File: src/rtl/asr_pkg.sv
package asr_pkg;
  localparam int unsigned INSTR_W    = 16;
  localparam int unsigned OPC_LSB    = 3;
  localparam int unsigned PREFIX_W   = INSTR_W - OPC_LSB;
  localparam logic [PREFIX_W-1:0] OPC_PREFIX = PREFIX_W'('h00D);
  localparam int unsigned SHIFT_BIT  = 2;
  localparam int unsigned SEL_W      = 2;
  localparam int unsigned NUM_REGS   = 1 << SEL_W;

  typedef struct packed {
    logic             capture;
    logic             writeBack;
    logic             twoPlaces;
    logic [SEL_W-1:0] tgt;
  } asrCtl_t;
endpackage

File: src/rtl/asr_ctrl.sv
module asr_ctrl
  import asr_pkg::*;
#(
  parameter int unsigned CYC_ONE = 6,
  parameter int unsigned CYC_TWO = 8
) (
  input  logic               clk,
  input  logic               rstN,
  input  logic               startStb,
  input  logic [INSTR_W-1:0] instrWord,
  output asrCtl_t            ctl,
  output logic               busy,
  output logic               done
);
  localparam int unsigned CNT_W = $clog2(CYC_TWO + 1);

  logic             busyQ, twoQ, match, accept;
  logic [SEL_W-1:0] tgtQ;
  logic [CNT_W-1:0] remain, elapsed;

  assign match  = (instrWord[INSTR_W-1:OPC_LSB] == OPC_PREFIX);
  assign accept = startStb && !busyQ && match;

  always_ff @(posedge clk or negedge rstN) begin
    if (!rstN) begin
      busyQ  <= 1'b0;
      twoQ   <= 1'b0;
      tgtQ   <= '0;
      remain <= '0;
    end else if (accept) begin
      busyQ  <= 1'b1;
      twoQ   <= instrWord[SHIFT_BIT];
      tgtQ   <= instrWord[SEL_W-1:0];
      remain <= instrWord[SHIFT_BIT] ? CNT_W'(CYC_TWO - 1) : CNT_W'(CYC_ONE - 1);
    end else if (busyQ) begin
      if (remain == '0) busyQ <= 1'b0;
      else              remain <= remain - 1'b1;
    end
  end

  // elapsed busy cycles, kept for the length check below
  always_ff @(posedge clk or negedge rstN) begin
    if (!rstN)       elapsed <= '0;
    else if (accept) elapsed <= CNT_W'(1);
    else if (busyQ)  elapsed <= elapsed + 1'b1;
  end

  assign busy          = busyQ;
  assign done          = busyQ && (remain == '0);
  assign ctl.capture   = accept;
  assign ctl.writeBack = done;
  assign ctl.twoPlaces = twoQ;
  assign ctl.tgt       = accept ? instrWord[SEL_W-1:0] : tgtQ;

  a_r6_rise_after_start: assert property (@(posedge clk) disable iff (!rstN)
    $rose(busy) |-> $past(startStb && match));

  a_r6_length: assert property (@(posedge clk) disable iff (!rstN)
    done |-> (elapsed == (twoQ ? CNT_W'(CYC_TWO) : CNT_W'(CYC_ONE))));

  a_r7_single_done: assert property (@(posedge clk) disable iff (!rstN)
    done |=> !busy && !done);

  a_r10_hold_selection: assert property (@(posedge clk) disable iff (!rstN)
    (busy && !done) |=> ($stable(tgtQ) && $stable(twoQ)));
endmodule

File: src/rtl/asr_datapath.sv
module asr_datapath
  import asr_pkg::*;
#(
  parameter int unsigned DATA_W = 16
) (
  input  logic              clk,
  input  logic              rstN,
  input  asrCtl_t           ctl,
  input  logic              ldEn,
  input  logic [SEL_W-1:0]  ldSel,
  input  logic [DATA_W-1:0] ldData,
  input  logic [SEL_W-1:0]  rdSel,
  output logic [DATA_W-1:0] rdData,
  output logic              signFlag,
  output logic              zeroFlag
);
  logic [DATA_W-1:0] regFile [NUM_REGS];
  logic [DATA_W-1:0] opQ, result;

  assign result = ctl.twoPlaces ? {{2{opQ[DATA_W-1]}}, opQ[DATA_W-1:2]}
                                : {opQ[DATA_W-1], opQ[DATA_W-1:1]};

  for (genvar i = 0; i < NUM_REGS; i++) begin : g_reg
    logic [DATA_W-1:0] q;
    always_ff @(posedge clk or negedge rstN) begin
      if (!rstN)
        q <= '0;
      else if (ctl.writeBack && ctl.tgt == SEL_W'(i))
        q <= result;
      else if (ldEn && !ctl.writeBack && ldSel == SEL_W'(i))
        q <= ldData;
    end
    assign regFile[i] = q;
  end

  always_ff @(posedge clk or negedge rstN) begin
    if (!rstN)            opQ <= '0;
    else if (ctl.capture) opQ <= regFile[ctl.tgt];
  end

  always_ff @(posedge clk or negedge rstN) begin
    if (!rstN) begin
      signFlag <= 1'b0;
      zeroFlag <= 1'b0;
    end else if (ctl.writeBack) begin
      signFlag <= result[DATA_W-1];
      zeroFlag <= (result == '0);
    end
  end

  assign rdData = regFile[rdSel];

  a_r8_flags_hold: assert property (@(posedge clk) disable iff (!rstN)
    !ctl.writeBack |=> $stable({signFlag, zeroFlag}));

  a_r5_sign_kept: assert property (@(posedge clk) disable iff (!rstN)
    ctl.writeBack |=> (signFlag == $past(opQ[DATA_W-1])));

  a_r4_zero_matches_reg: assert property (@(posedge clk) disable iff (!rstN)
    ctl.writeBack |=> (zeroFlag == (regFile[$past(ctl.tgt)] == '0)));

  a_r11_operand_frozen: assert property (@(posedge clk) disable iff (!rstN)
    !ctl.capture |=> $stable(opQ));
endmodule

File: src/rtl/asr_unit.sv
module asr_unit
  import asr_pkg::*;
#(
  parameter int unsigned DATA_W  = 16,
  parameter int unsigned CYC_ONE = 6,
  parameter int unsigned CYC_TWO = 8
) (
  input  logic               clk,
  input  logic               rstN,
  input  logic               startStb,
  input  logic [INSTR_W-1:0] instrWord,
  input  logic               ldEn,
  input  logic [SEL_W-1:0]   ldSel,
  input  logic [DATA_W-1:0]  ldData,
  input  logic [SEL_W-1:0]   rdSel,
  output logic [DATA_W-1:0]  rdData,
  output logic               signFlag,
  output logic               zeroFlag,
  output logic               busy,
  output logic               done
);
  asrCtl_t ctl;

  asr_ctrl #(.CYC_ONE(CYC_ONE), .CYC_TWO(CYC_TWO)) u_ctrl (
    .clk(clk), .rstN(rstN), .startStb(startStb), .instrWord(instrWord),
    .ctl(ctl), .busy(busy), .done(done)
  );

  asr_datapath #(.DATA_W(DATA_W)) u_dp (
    .clk(clk), .rstN(rstN), .ctl(ctl),
    .ldEn(ldEn), .ldSel(ldSel), .ldData(ldData),
    .rdSel(rdSel), .rdData(rdData),
    .signFlag(signFlag), .zeroFlag(zeroFlag)
  );
endmodule

File: config.mk
export PLATFORM = sky130hd
export DESIGN_NAME = asr_unit
export DESIGN_NICKNAME = d
export VERILOG_FILES = /design/src/rtl/asr_pkg.sv /design/src/rtl/asr_ctrl.sv /design/src/rtl/asr_datapath.sv /design/src/rtl/asr_unit.sv
export SDC_FILE = /design/constraint.sdc
export NUM_CORES = 1
export LEC_CHECK = 0
export BUFFER_PORTS_ARGS = -buffer_cell sky130_fd_sc_hd__buf_2
export CORE_UTILIZATION = 53
export DETAILED_ROUTE_END_ITERATION = 12
export PLACE_DENSITY_LB_ADDON = 0.2
export SYNTH_ARGS = -nofsm -noshare
export SYNTH_HDL_FRONTEND = slang
export SYNTH_HIERARCHICAL = 1
export SYNTH_SLANG_ARGS = --single-unit
export TNS_END_PERCENT = 100
File: constraint.sdc
create_clock -name clk -period 2.16 [get_ports clk]
set_input_delay 0.108 -clock clk [delete_from_list [all_inputs] [get_ports clk]]
set_output_delay 0.108 -clock clk [all_outputs]
set_load 0.05 [all_outputs]
## Word-level counts from Yosys, hierarchy flattened

Index checks and enable logic that the tools add are counted.

| operators by class | value |
|---|---|
| add/subtract/negate cells | 1 |
| order comparisons | 2 |
| eq/ne operators | 8 |
| muxes and demuxes | 23 |
| bitwise gates (word level) | 2 |
| reductions and logical operators | 24 |

Operator list:

| kind | number |
|---|---|
| $mux W16 | 12 |
| $bmux W16 S2 | 2 |
| $logic_not A16 Y1 | 1 |
| $mux W14 | 1 |
| $eq A13 B4 Y1 const B | 1 |
| $logic_and A1 B1 Y1 | 12 |
| $mux W4 | 3 |
| $reduce_bool A2 Y1 | 5 |
| $eq A2 B2 Y1 const B | 4 |
| $ge A3 B3 Y1 const B | 2 |
| $not A2 Y3 | 2 |
| $eq A2 B1 Y1 const B | 2 |
| $logic_not A2 Y1 | 2 |
| $logic_not A4 Y1 | 1 |
| $mux W2 | 2 |
| $sub A4 B1 Y4 const B | 1 |
| $mux W1 | 3 |
| $logic_not A1 Y1 | 2 |
| $ne A2 B1 Y1 const B | 1 |
| $reduce_and A2 Y1 | 1 |

| word-level totals | value |
|---|---|
| flip-flop bits (word level) | 90 |
| input port bits | 40 |
| output and inout port bits | 20 |
| logic and storage cells | 71 |

## Logic depth before layout (Yosys ltp)

Gate-level depths: netlist of the first run.

| logic depth | value |
|---|---|
| depth after elaboration | 8 |
| mapped depth | 11 |
| depth with buffers taken out | 7 |

## Hierarchy

The synthesis of the first run kept the hierarchy.

Modules (own cells, without submodules):

| module | instances | cells an instance | area an instance (sq um) | sequential area each (sq um) |
|---|---|---|---|---|
| asr_datapath | 1 | 378 | 4,598.2 | 2,026.9 |
| asr_ctrl | 1 | 39 | 479.2 | 200.2 |

## Worst setup path after synthesis of the first run

Ideal clock, no wire load.

| timing path | value |
|---|---|
| path type | reg2reg |
| start | register u_ctrl.busyQ (netlist: u_ctrl/busy) |
| end | register u_dp.g_reg[3].q[10] |
| setup time | 0.137 ns |
| arrival | 3.013 ns |
| required time | 2.023 ns |
| setup slack | -0.991 ns |
| cell stages (with the launch flop) | 10 |
| path buffers | 4 |
| clock period less this slack | 3.151 ns |
| cell sequence | dfrtp_1 -> nand2_1 -> nor3_1 -> buf_4 -> buf_6 -> nand4b_1 -> buf_4 -> buf_6 -> mux2i_1 -> a21oi_1 |

| on the way | value |
|---|---|
| elaborated cells between the ends (all ways) | 12 |
| classes of those cells | 1 x eq/ne; 2 x mux; 9 x reduce/logical |

RTL lines:

| element | RTL line | text |
|---|---|---|
| from (decl) | asr_ctrl.sv:17 | `logic busyQ, twoQ, match, accept;` |
| from (signal assigned) | asr_ctrl.sv:26 | `busyQ <= 1'b0;` |
| from (signal assigned) | asr_ctrl.sv:31 | `busyQ <= 1'b1;` |
| from (signal assigned) | asr_ctrl.sv:36 | `if (remain == '0) busyQ <= 1'b0;` |
| $logic_and A1 B1 Y1 (*) | asr_ctrl.sv:49 | `assign done = busyQ && (remain == '0);` |
| via done | asr_unit.sv:20 | `output logic done` |
| $logic_not A1 Y1 | asr_datapath.sv:30 | `else if (ldEn && !ctl.writeBack && ldSel == SEL_W'(i))` |
| $logic_and A1 B1 Y1 (2 in series) | asr_datapath.sv:30 |  |
| $reduce_bool A2 Y1 (no line) | - |  |
| to (signal assigned) | asr_datapath.sv:29 | `q <= result;` |
| to (signal assigned) | asr_datapath.sv:31 | `q <= ldData;` |
| to (decl) | asr_datapath.sv:24 | `logic [DATA_W-1:0] q;` |

Mark *: on every way through the listed nets, which the timed path passes. The rest lies on a longest branch.
A chain may end at the register's enable or synchronous reset.

==> impl_metrics.env, run 1 <==
export IMPL_run_status="finished, violations left"
export IMPL_violations="setup timing"
export IMPL_synth_xor_area_frac=0.001725
export IMPL_crit_family="multiplexers"
export IMPL_grt_total_usage=0.2730
export IMPL_area_delta_synth_final_pct=19.42
export IMPL_synth_edf_count=0
export IMPL_arrival_ns=2.41
export IMPL_leakage_nw=2.756
export IMPL_antenna_cells=0
export IMPL_die_area_sq_um=9975
export IMPL_first_global_vias=3779
export IMPL_grt_max_degree=43
export IMPL_start_util=0.5495
export IMPL_grtUsageMet3=0.04039
export IMPL_syn_area_per_cell_sq_um=12.18
export IMPL_synth_common_cells="89 x dfrtp_1, 65 x mux2i_1, 52 x a21oi_1, 46 x nor2_1, 31 x mux4_2"
export IMPL_grt_pass1_wl_microns=20440
export IMPL_die_x_microns=99.88
export IMPL_synth_top_family_by_area="multiplexers"
export IMPL_synth_compound_area_frac=0.07048
export IMPL_ys_ff_latch=89
export IMPL_yosys_warnings=6
export IMPL_synth_adder_area_share=0.002464
export IMPL_clockBufferDepth=2
export IMPL_seqPwrFrac=0.482
export IMPL_yosysSeqAreaShare=0.4386
export IMPL_clock_fmax_ghz=0.4623
export IMPL_dpl_cell_area_sq_um=5667
export IMPL_clk_latency_ns=0.37
export IMPL_fin_hold_ws_ns=0.07097
export IMPL_gp_congestion=0.7707
export IMPL_ant_nets=0
export IMPL_hpwl_microns=8165
export IMPL_cpPeakStageDelay_ns=0.42
export IMPL_drc_errors=0
export IMPL_use_met2=0.4610
export IMPL_cts_sinks=89
export IMPL_synthArstFlopShare=1.000
export IMPL_cts_max_level=3
export IMPL_switchingPower_mw=1.380
export IMPL_syn_cell_area_sq_um=5077
export IMPL_p_per_area_nw_per_um2=713.6
export IMPL_cp_depth=6
export IMPL_top_usage_layer="met2"
export IMPL_finalMaxSlewViolations=0
export IMPL_worstMarginPinSlew_ns=0.7290
export IMPL_worst_path_buf_inv=1
export IMPL_tns_ns=-0.003100
export IMPL_worst_setup_path_end_kind="flip-flop"
export IMPL_worstSetupPathType="reg2reg"
export IMPL_cts_made_buffers=9
export IMPL_worstPathRequired_ns=2.41
export IMPL_r2r_cells=6
export IMPL_comb_power_share=0.243
export IMPL_synth_distinct_cells=40
export IMPL_rsz0062_at_grt="yes"
export IMPL_p_int_mw=2.946
export IMPL_yosys_area_top_type="dfrtp_1"
export IMPL_use_met1=0.3680
export IMPL_setup_viol=1
export IMPL_drt_iter0_drc=198
export IMPL_yosysMostFrequentCell="dfrtp_1"
export IMPL_finalPower_mw=4.327
export IMPL_switching_share=0.3190
export IMPL_maxCapViolCount=0
export IMPL_min_period_over_period=1.001
export IMPL_final_design_area_no_fill_sq_um=6063
export IMPL_clk_pin_slew_ns=0.09
export IMPL_placementRows=35
export IMPL_layout_setup_ws_ns=-0.003100
export IMPL_antenna_found_initial=0
export IMPL_layout_min_cycle_time_ns=2.163
export IMPL_synth_area_leaders="dfrtp_1 44%, mux4_2 14%, mux2i_1 13%, mux2_2 6.7%, a21oi_1 5.1%"
export IMPL_core_area_sq_um=9240
export IMPL_critical_path_slowest_cell="dfrtp_2"
export IMPL_cts_root_buf="clkbuf_8"
export IMPL_wl_per_cell_microns=20.24
export IMPL_synthCells=417
export IMPL_postRouteWirelength_microns=12670
export IMPL_cp_cell_sequence="and4b_2 > nand3_4 > mux2_4 > buf_12 > mux4_2 > mux2_4"
export IMPL_yosys_area_share_simple=0.09561
export IMPL_nNetsFinal=533
export IMPL_worst_setup_path_start_kind="flip-flop"
export IMPL_overflow=0
export IMPL_post_drt_via_cell_ratio=5.864
export IMPL_first_pass_iters=4
export IMPL_synth_nets=458
export IMPL_drive_gt1_frac=0.3984
export IMPL_hold_viol_final=0
export IMPL_cts_tree="yes"
export IMPL_p_clk_frac=0.275
export IMPL_skew_ns=0.01201
export IMPL_crit_fanout=13
export IMPL_vias=3671
export IMPL_slew_headroom=0.5140
export IMPL_ys_flop_type="dfrtp_1"
export IMPL_hp_class="in2reg"
export IMPL_die_h_microns=99.88
export IMPL_vdd_drop_max_uv=463.3
export IMPL_synthMuxAreaShare=0.3440
export IMPL_cp_common_cell="mux2_4"
export IMPL_ios=60
export IMPL_utilization=0.6562
export IMPL_whs_path_depth=3
export IMPL_io_buffers=59
export IMPL_yosysTopAreaCellShare=0.4386
[power by group through the flow]
stage | clock (mW) | combinational, mW | sequential [mW]
detailed placement | 0 | 1.05 | 2.12
floorplan | 0 | 0.804 | 2.06
CTS | 1.22 | 1.06 | 2.08
finish | 1.19 | 1.05 | 2.09
global placement | 0 | 1.02 | 2.10
global route | 1.28 | 1.14 | 2.12
[stage by stage]
stage / cells / setup slack, ns
after floorplan: 417 / -0.1331
after global placement: 600 / -0.07121
after detailed placement: 600 / -0.1060
after CTS: 622 / -0.0009608
after global routing: 626 / -0.07512
final: 626 / -0.003100
[worst register-to-register path, cell delays in order (launching register included)]
cell	delay (ns)
dfrtp_2	0.42
and4b_2	0.32
nand3_4	0.09
mux2_4	0.36
buf_12	0.17
mux4_2	0.43
mux2_4	0.26
[cells by family (layout without fill, tap and decap cells)]
family          count (synthesis)  after routing
flops                          89             89
buf+inv                        39            117
simple gates                   88             88
xor+xnor                        1              1
compound gates                 69             69
mux                           130            132
fa+ha+maj                       1              1
[repair_timing]
item	CTS	global route
pin swaps	1	2
endpoints found under the hold margin	41	0
hold buffers	2	0
setup buffers	3	1
endpoints found under the setup margin	44	62
gates resized for setup	5	13
gates cloned	1	3
[routing by layer]
metal,wire length (microns),part of all wire
met5,0,0
met4,139,0.011
met3,598,0.047
met2,6538,0.52
met1,5394,0.43
[path summary, 6_finish.rpt]
check	slack (ns)	to	startpoint
hold reg to reg	0.51	u_dp/signFlag	u_dp/signFlag
max in group asynchronous	1.19	u_dp/g_reg[3].q[14]	rstN
setup reg to reg	-0.003	u_dp/opQ[8]	u_ctrl/busy
min in group asynchronous	0.28	u_dp/g_reg[3].q[13]	rstN
setup / recovery	-0.003	u_dp/opQ[8]	u_ctrl/busy
hold / removal	0.07	u_ctrl/remain[3]	instrWord[4]
[sequential cells by signal (all words and copies together) (netlist names)]
register,flops
u_dp/g.q,64
u_dp/opQ,15
u_ctrl/remain,4
u_ctrl/tgtQ,2
u_ctrl/busy,1
u_ctrl/twoQ,1
u_dp/signFlag,1
u_dp/zeroFlag,1
[layout make-up]
type / instances / area, sq um
inverters: 4 / 15.01
flip-flops and latches: 89 / 2228
multi-input cells: 291 / 2709
fillers: 721 / 3177
well taps: 129 / 161.4
repair buffers: 97 / 747.0
clock inverters: 6 / 65.06
clock buffers: 10 / 137.6
[layout by cell type (no fill, tap or decap), types with 14 or more instances in the layout]
cell / count
dfrtp_1: 88
mux2i_1: 65
buf_2: 58
a21oi_1: 52
nor2_1: 43
mux4_2: 31
buf_4: 23
mux2_2: 22
nand2_1: 17
mux2_4: 14
No activity file was read; power rests on OpenSTA's default activity.
==> inputs of run 2 (changes only) <==
clock period = 1.8 ns   (was 2.16 ns; I/O delays follow)
==> run 2 against run 1 <==
Compared with the run above: wire length increased by 15%; sequential power grew 20%; setup slack got worse by 0.44 ns; clock skew is 0.0019 ns lower; sequential share of layout area is 3.4 points lower; first-iteration DRC count is 12% lower; combinational power is 29% higher; largest power group unchanged; the run still ends with setup timing left; via count rose by 9.7%; register-to-register slack lost 0.44 ns; core utilization is 6.7 points higher; total power rose by 22%.
==> impl_metrics.env, run 2 (synthesis results as in run 1) <==
export IMPL_worst_setup_path_end_kind="flip-flop"
export IMPL_cts_made_buffers=9
export IMPL_final_common_cell="dfrtp_1"
export IMPL_cts_sinks=89
export IMPL_cts_max_level=3
export IMPL_vdd_drop_max_uv=457.3
export IMPL_wl_per_cell_microns=22.64
export IMPL_worstSetupPathType="reg2reg"
export IMPL_layout_setup_ws_ns=-0.4440
export IMPL_vias=4028
export IMPL_clk_latency_ns=0.37
export IMPL_grt_pass1_wl_microns=20850
export IMPL_skew_ns=0.01009
export IMPL_drc_errors=0
export IMPL_run_status="finished, violations left"
export IMPL_ant_nets=0
export IMPL_first_global_vias=3901
export IMPL_layout_min_cycle_time_ns=2.244
export IMPL_top_regs="u_dp/g.q x64, u_dp/opQ x15, u_ctrl/remain x4"
export IMPL_area_delta_synth_final_pct=31.54
export IMPL_tns_ns=-27.01
export IMPL_clk_pin_slew_ns=0.09
export IMPL_fillers=627
export IMPL_violations="setup timing"
export IMPL_setup_viol=79
export IMPL_die_area_sq_um=9975
export IMPL_hp_class="in2reg"
export IMPL_die_x_microns=99.88
export IMPL_core_area_sq_um=9240
export IMPL_fin_cells=645
export IMPL_min_period_over_period=1.247
export IMPL_layout_common_cells="88 x dfrtp_1, 65 x mux2i_1, 58 x buf_2"
export IMPL_hold_viol_final=0
export IMPL_ios=60
export IMPL_crit_fanout=5
export IMPL_finalMaxSlewViolations=0
export IMPL_p_per_area_nw_per_um2=791.1
export IMPL_overflow=0
export IMPL_rsz0062_at_grt="yes"
export IMPL_cts_root_buf="clkbuf_8"
export IMPL_grt_max_degree=45
export IMPL_maxCapViolCount=0
export IMPL_largest_reg_flops=64
export IMPL_leakage_nw=2.934
export IMPL_dp_cells=602
export IMPL_hpwl_microns=8127
export IMPL_arrival_ns=2.54
export IMPL_io_buffers=59
export IMPL_post_drt_via_cell_ratio=6.245
export IMPL_placementRows=35
export IMPL_slew_headroom=0.4881
export IMPL_antenna_cells=0
export IMPL_worst_setup_path_start_kind="flip-flop"
export IMPL_start_util=0.5495
export IMPL_grt_total_usage=0.2807
export IMPL_cts_tree="yes"
export IMPL_pre_cts_ws_ns=-0.4924
export IMPL_worstPathRequired_ns=2.09
export IMPL_first_pass_iters=4
export IMPL_antenna_found_initial=0
export IMPL_nNetsFinal=552
export IMPL_clockBufferDepth=2
export IMPL_drive_gt1_frac=0.5271
export IMPL_gp_congestion=0.7566
export IMPL_clock_fmax_ghz=0.4456
export IMPL_drt_iter0_drc=174
export IMPL_worstMarginPinSlew_ns=0.7679
export IMPL_die_h_microns=99.88
export IMPL_postRouteWirelength_microns=14600
export IMPL_top_register="u_dp/g.q"
run 2: per-layer routing:
layer | track usage | wire length [microns]
met2 | 0.4732 | 7210
met4 | 0.07240 | 366
met5 | 0 | 0
met3 | 0.04735 | 906
met1 | 0.3801 | 6118
run 2: final cells by class:
class | count | area [sq um] | area share
clock buffer | 10 | 127.6 | 0.01911
clock inverter | 6 | 68.82 | 0.01030
timing repair buffer | 112 | 987.2 | 0.1478
tap | 129 | 161.4 | 0.02417
inverter | 4 | 15.01 | 0.002248
multi-input combinational | 295 | 3090 | 0.4627
sequential | 89 | 2228 | 0.3336
run 2: repair_timing:
item,in CTS,in global routing
setup buffers,2,10
cloned,4,9
hold buffers,2,0
resized for setup,29,107
hold endpoints to repair,38,0
pin swaps,5,17
endpoints found under the setup margin,81,80
run 2: worst paths after layout:
kind	from	to	slack, ns	cells past startpoint
max reg2reg	u_ctrl/busy	u_dp/g_reg[2].q[4]	-0.44	10
max	u_ctrl/busy	u_dp/g_reg[2].q[4]	-0.44	10
min in group asynchronous	rstN	u_dp/g_reg[0].q[0]	0.21	2
max in group asynchronous	rstN	u_dp/g_reg[0].q[12]	0.97	3
min reg2reg	u_dp/zeroFlag	u_dp/zeroFlag	0.53	2
min	ldData[9]	u_dp/g_reg[0].q[9]	0.05	3
run 2: metrics by stage:
stage	instance area [sq um]	total power [mW]	utilization	hold WS, ns
5_1_grt	6679	5.522	0.7228	0.07888
3_3_place_gp	5700	3.737	0.6169	0.02396
2_1_floorplan	5192	3.437	-	-0.2056
3_5_place_dp	5700	3.799	0.6169	0.02252
4_1_cts	6081	5.198	0.6581	0.05653
6_report	6679	5.284	0.7228	0.04960
run 2: worst max-delay path: stages, from the launching register on:
cell and delay, ns:
dfrtp_2 0.41, and4b_2 0.31, nand3_4 0.13, buf_6 0.17, buf_12 0.12, mux2_4 0.36
nand3b_1 0.20, buf_6 0.15, clkbuf_16 0.16, nor2_4 0.04, a21oi_2 0.11
run 2: where the power goes:
| part | internal (mW) | switching (mW) | leakage [nW] |
|---|---|---|---|
| Clock | 0.645 | 0.781 | 0.0847 |
| Sequential | 2.29 | 0.221 | 1.10 |
| Combinational | 0.599 | 0.750 | 1.75 |
==> inputs of run 3 (changes only) <==
BUFFER_PORTS_ARGS = not set   (was -buffer_cell sky130_fd_sc_hd__buf_2)
CORE_UTILIZATION = 55   (was 53)
DONT_BUFFER_PORTS = 1   (was not set)
clock period = 2.5 ns   (was 1.8 ns; I/O delays follow)
==> run 3 against run 2 <==
Compared with the run above: the flow finishes with violations (DRC); clock skew is essentially flat; count of clock-buffer cells in the layout grew 3; sequential share of layout area grew 6.5 points; via count shrank 16%; setup slack gained 0.60 ns; critical path type is now in2reg.
==> impl_metrics.env, run 3 (synthesis results as in run 1) <==
export IMPL_worstPathRequired_ns=2.74
export IMPL_crit_fanout=21
export IMPL_p_per_area_nw_per_um2=663.4
export IMPL_hold_viol_final=0
export IMPL_die_x_microns=98.08
export IMPL_first_global_vias=3405
export IMPL_finalMaxSlewViolations=0
export IMPL_vdd_drop_max_uv=344.0
export IMPL_hold_buffers=23
export IMPL_final_common_cell="dfrtp_1"
export IMPL_ant_nets=0
export IMPL_drt_iter0_drc=192
export IMPL_skew_ns=0.01005
export IMPL_violations="DRC"
export IMPL_area_delta_synth_final_pct=10.05
export IMPL_vias=3369
export IMPL_clk_latency_ns=0.35
export IMPL_tns_ns=0
export IMPL_layout_common_cells="88 x dfrtp_1, 65 x mux2i_1, 52 x a21oi_1"
export IMPL_min_period_over_period=0.9375
export IMPL_die_area_sq_um=9620
export IMPL_clk_pin_slew_ns=0.09
export IMPL_worst_setup_path_start_kind="input pin"
export IMPL_cts_max_level=3
export IMPL_pre_cts_ws_ns=0.1725
export IMPL_drive_gt1_frac=0.2431
export IMPL_maxCapViolCount=0
export IMPL_cts_made_buffers=9
export IMPL_drc_errors=7
export IMPL_top_regs="u_dp/g.q x64, u_dp/opQ x15, u_ctrl/remain x4"
export IMPL_io_buffers=0
export IMPL_layout_min_cycle_time_ns=2.344
export IMPL_die_h_microns=98.08
export IMPL_worst_setup_path_end_kind="flip-flop"
export IMPL_post_drt_via_cell_ratio=6.193
export IMPL_clockBufferDepth=2
export IMPL_post_cts_setup_buffers=0
export IMPL_antenna_cells=0
export IMPL_core_area_sq_um=8848
export IMPL_grt_max_degree=90
export IMPL_start_util=0.5738
export IMPL_multi_input_area_sq_um=2623
export IMPL_leakage_nw=2.447
export IMPL_cts_root_buf="clkbuf_8"
export IMPL_critical_path_slowest_cell="dlygate4sd3_1"
export IMPL_grt_pass1_wl_microns=18900
export IMPL_run_status="finished, violations left"
export IMPL_crit_path_start="instrWord[4]"
export IMPL_placementRows=34
export IMPL_layout_setup_ws_ns=0.1563
export IMPL_cts_repair_resized=0
export IMPL_arrival_ns=2.59
export IMPL_ios=60
export IMPL_hp_class="in2reg"
export IMPL_cts_tree="yes"
export IMPL_wl_per_cell_microns=21.30
export IMPL_top_register="u_dp/g.q"
export IMPL_largest_reg_flops=64
export IMPL_cts_sinks=89
export IMPL_setup_viol=0
export IMPL_fillers=721
export IMPL_grt_total_usage=0.2615
export IMPL_antenna_found_initial=0
export IMPL_postRouteWirelength_microns=11590
export IMPL_cpPeakStageDelay_ns=0.57
export IMPL_clock_fmax_ghz=0.4267
export IMPL_worstHoldStart="instrWord[15]"
export IMPL_first_pass_iters=9
export IMPL_hpwl_microns=7326
export IMPL_overflow=0
export IMPL_r2r_start="u_ctrl/busy"
export IMPL_rsz0062_at_grt="no"
export IMPL_gp_congestion=0.8007
export IMPL_nNetsFinal=472
export IMPL_seqCellArea_sq_um=2228
export IMPL_slew_headroom=0.5141
export IMPL_cp_cell_sequence="dlygate4sd3_1 > nor4b_4 > nand3_4 > mux2_4 > mux4_2 > mux2_2"
export IMPL_worstMarginPinSlew_ns=0.7288
export IMPL_worstSetupPathType="in2reg"
run 3: per-layer routing:
metal / wire, microns / vias up / global-route usage
li1: - / 1564 / -
met3: 825 / 10 / 0.05798
met2: 5501 / 114 / 0.4090
met1: 5142 / 1681 / 0.3721
met4: 116 / 0 / 0.07110
met5: 0 / - / 0
run 3: worst max-delay path, delay by kind of cell:
family,cells,cell delay (ns)
and+or+nand+nor,2,0.53
muxes,3,1.35
buffers and inverters,1,0.57
run 3: final timing paths:
check / endpoint / slack, ns / depth (start not counted)
setup / recovery: u_dp/opQ[11] / 0.16 / 6
hold / removal: u_ctrl/remain[3] / 0.01 / 2
setup reg to reg: u_dp/opQ[11] / 0.16 / 5
hold reg to reg: u_dp/zeroFlag / 0.53 / 1
max in group asynchronous: u_dp/g_reg[0].q[6] / 1.81 / 2
min in group asynchronous: u_ctrl/remain[1] / 0.34 / 2
run 3: area by class of cell:
type                            count  share of cell area
Timing Repair Buffer               38             0.06673
Clock buffer                       13             0.02665
Clock inverter                      3             0.01164
Multi-Input combinational cell    289              0.4693
Inverter                            4            0.002687
Sequential cell                    89              0.3988
Tap cell                          108             0.02418
run 3: report_power, final:
part           internal, mW  switching [mW]  total, mW
registers              1.65           0.170       1.82
logic                 0.354           0.457      0.811
clock network         0.591           0.488       1.08
total                  2.59            1.12       3.71
run 3: per-stage QoR:
| stage | instance area (sq um) | hold slack [ns] | util | std cells | power [mW] |
|---|---|---|---|---|---|
| 2_1_floorplan | 5090 | -0.1706 | - | 417 | 2.476 |
| 3_3_place_gp | 5126 | -0.1687 | 0.5793 | 505 | 2.548 |
| 3_5_place_dp | 5126 | -0.1687 | 0.5793 | 505 | 2.584 |
| 4_1_cts | 5588 | 0.001005 | 0.6315 | 544 | 3.743 |
| 5_1_grt | 5588 | 0.006474 | 0.6315 | 544 | 3.891 |
| 6_report | 5588 | 0.01171 | 0.6315 | 544 | 3.707 |
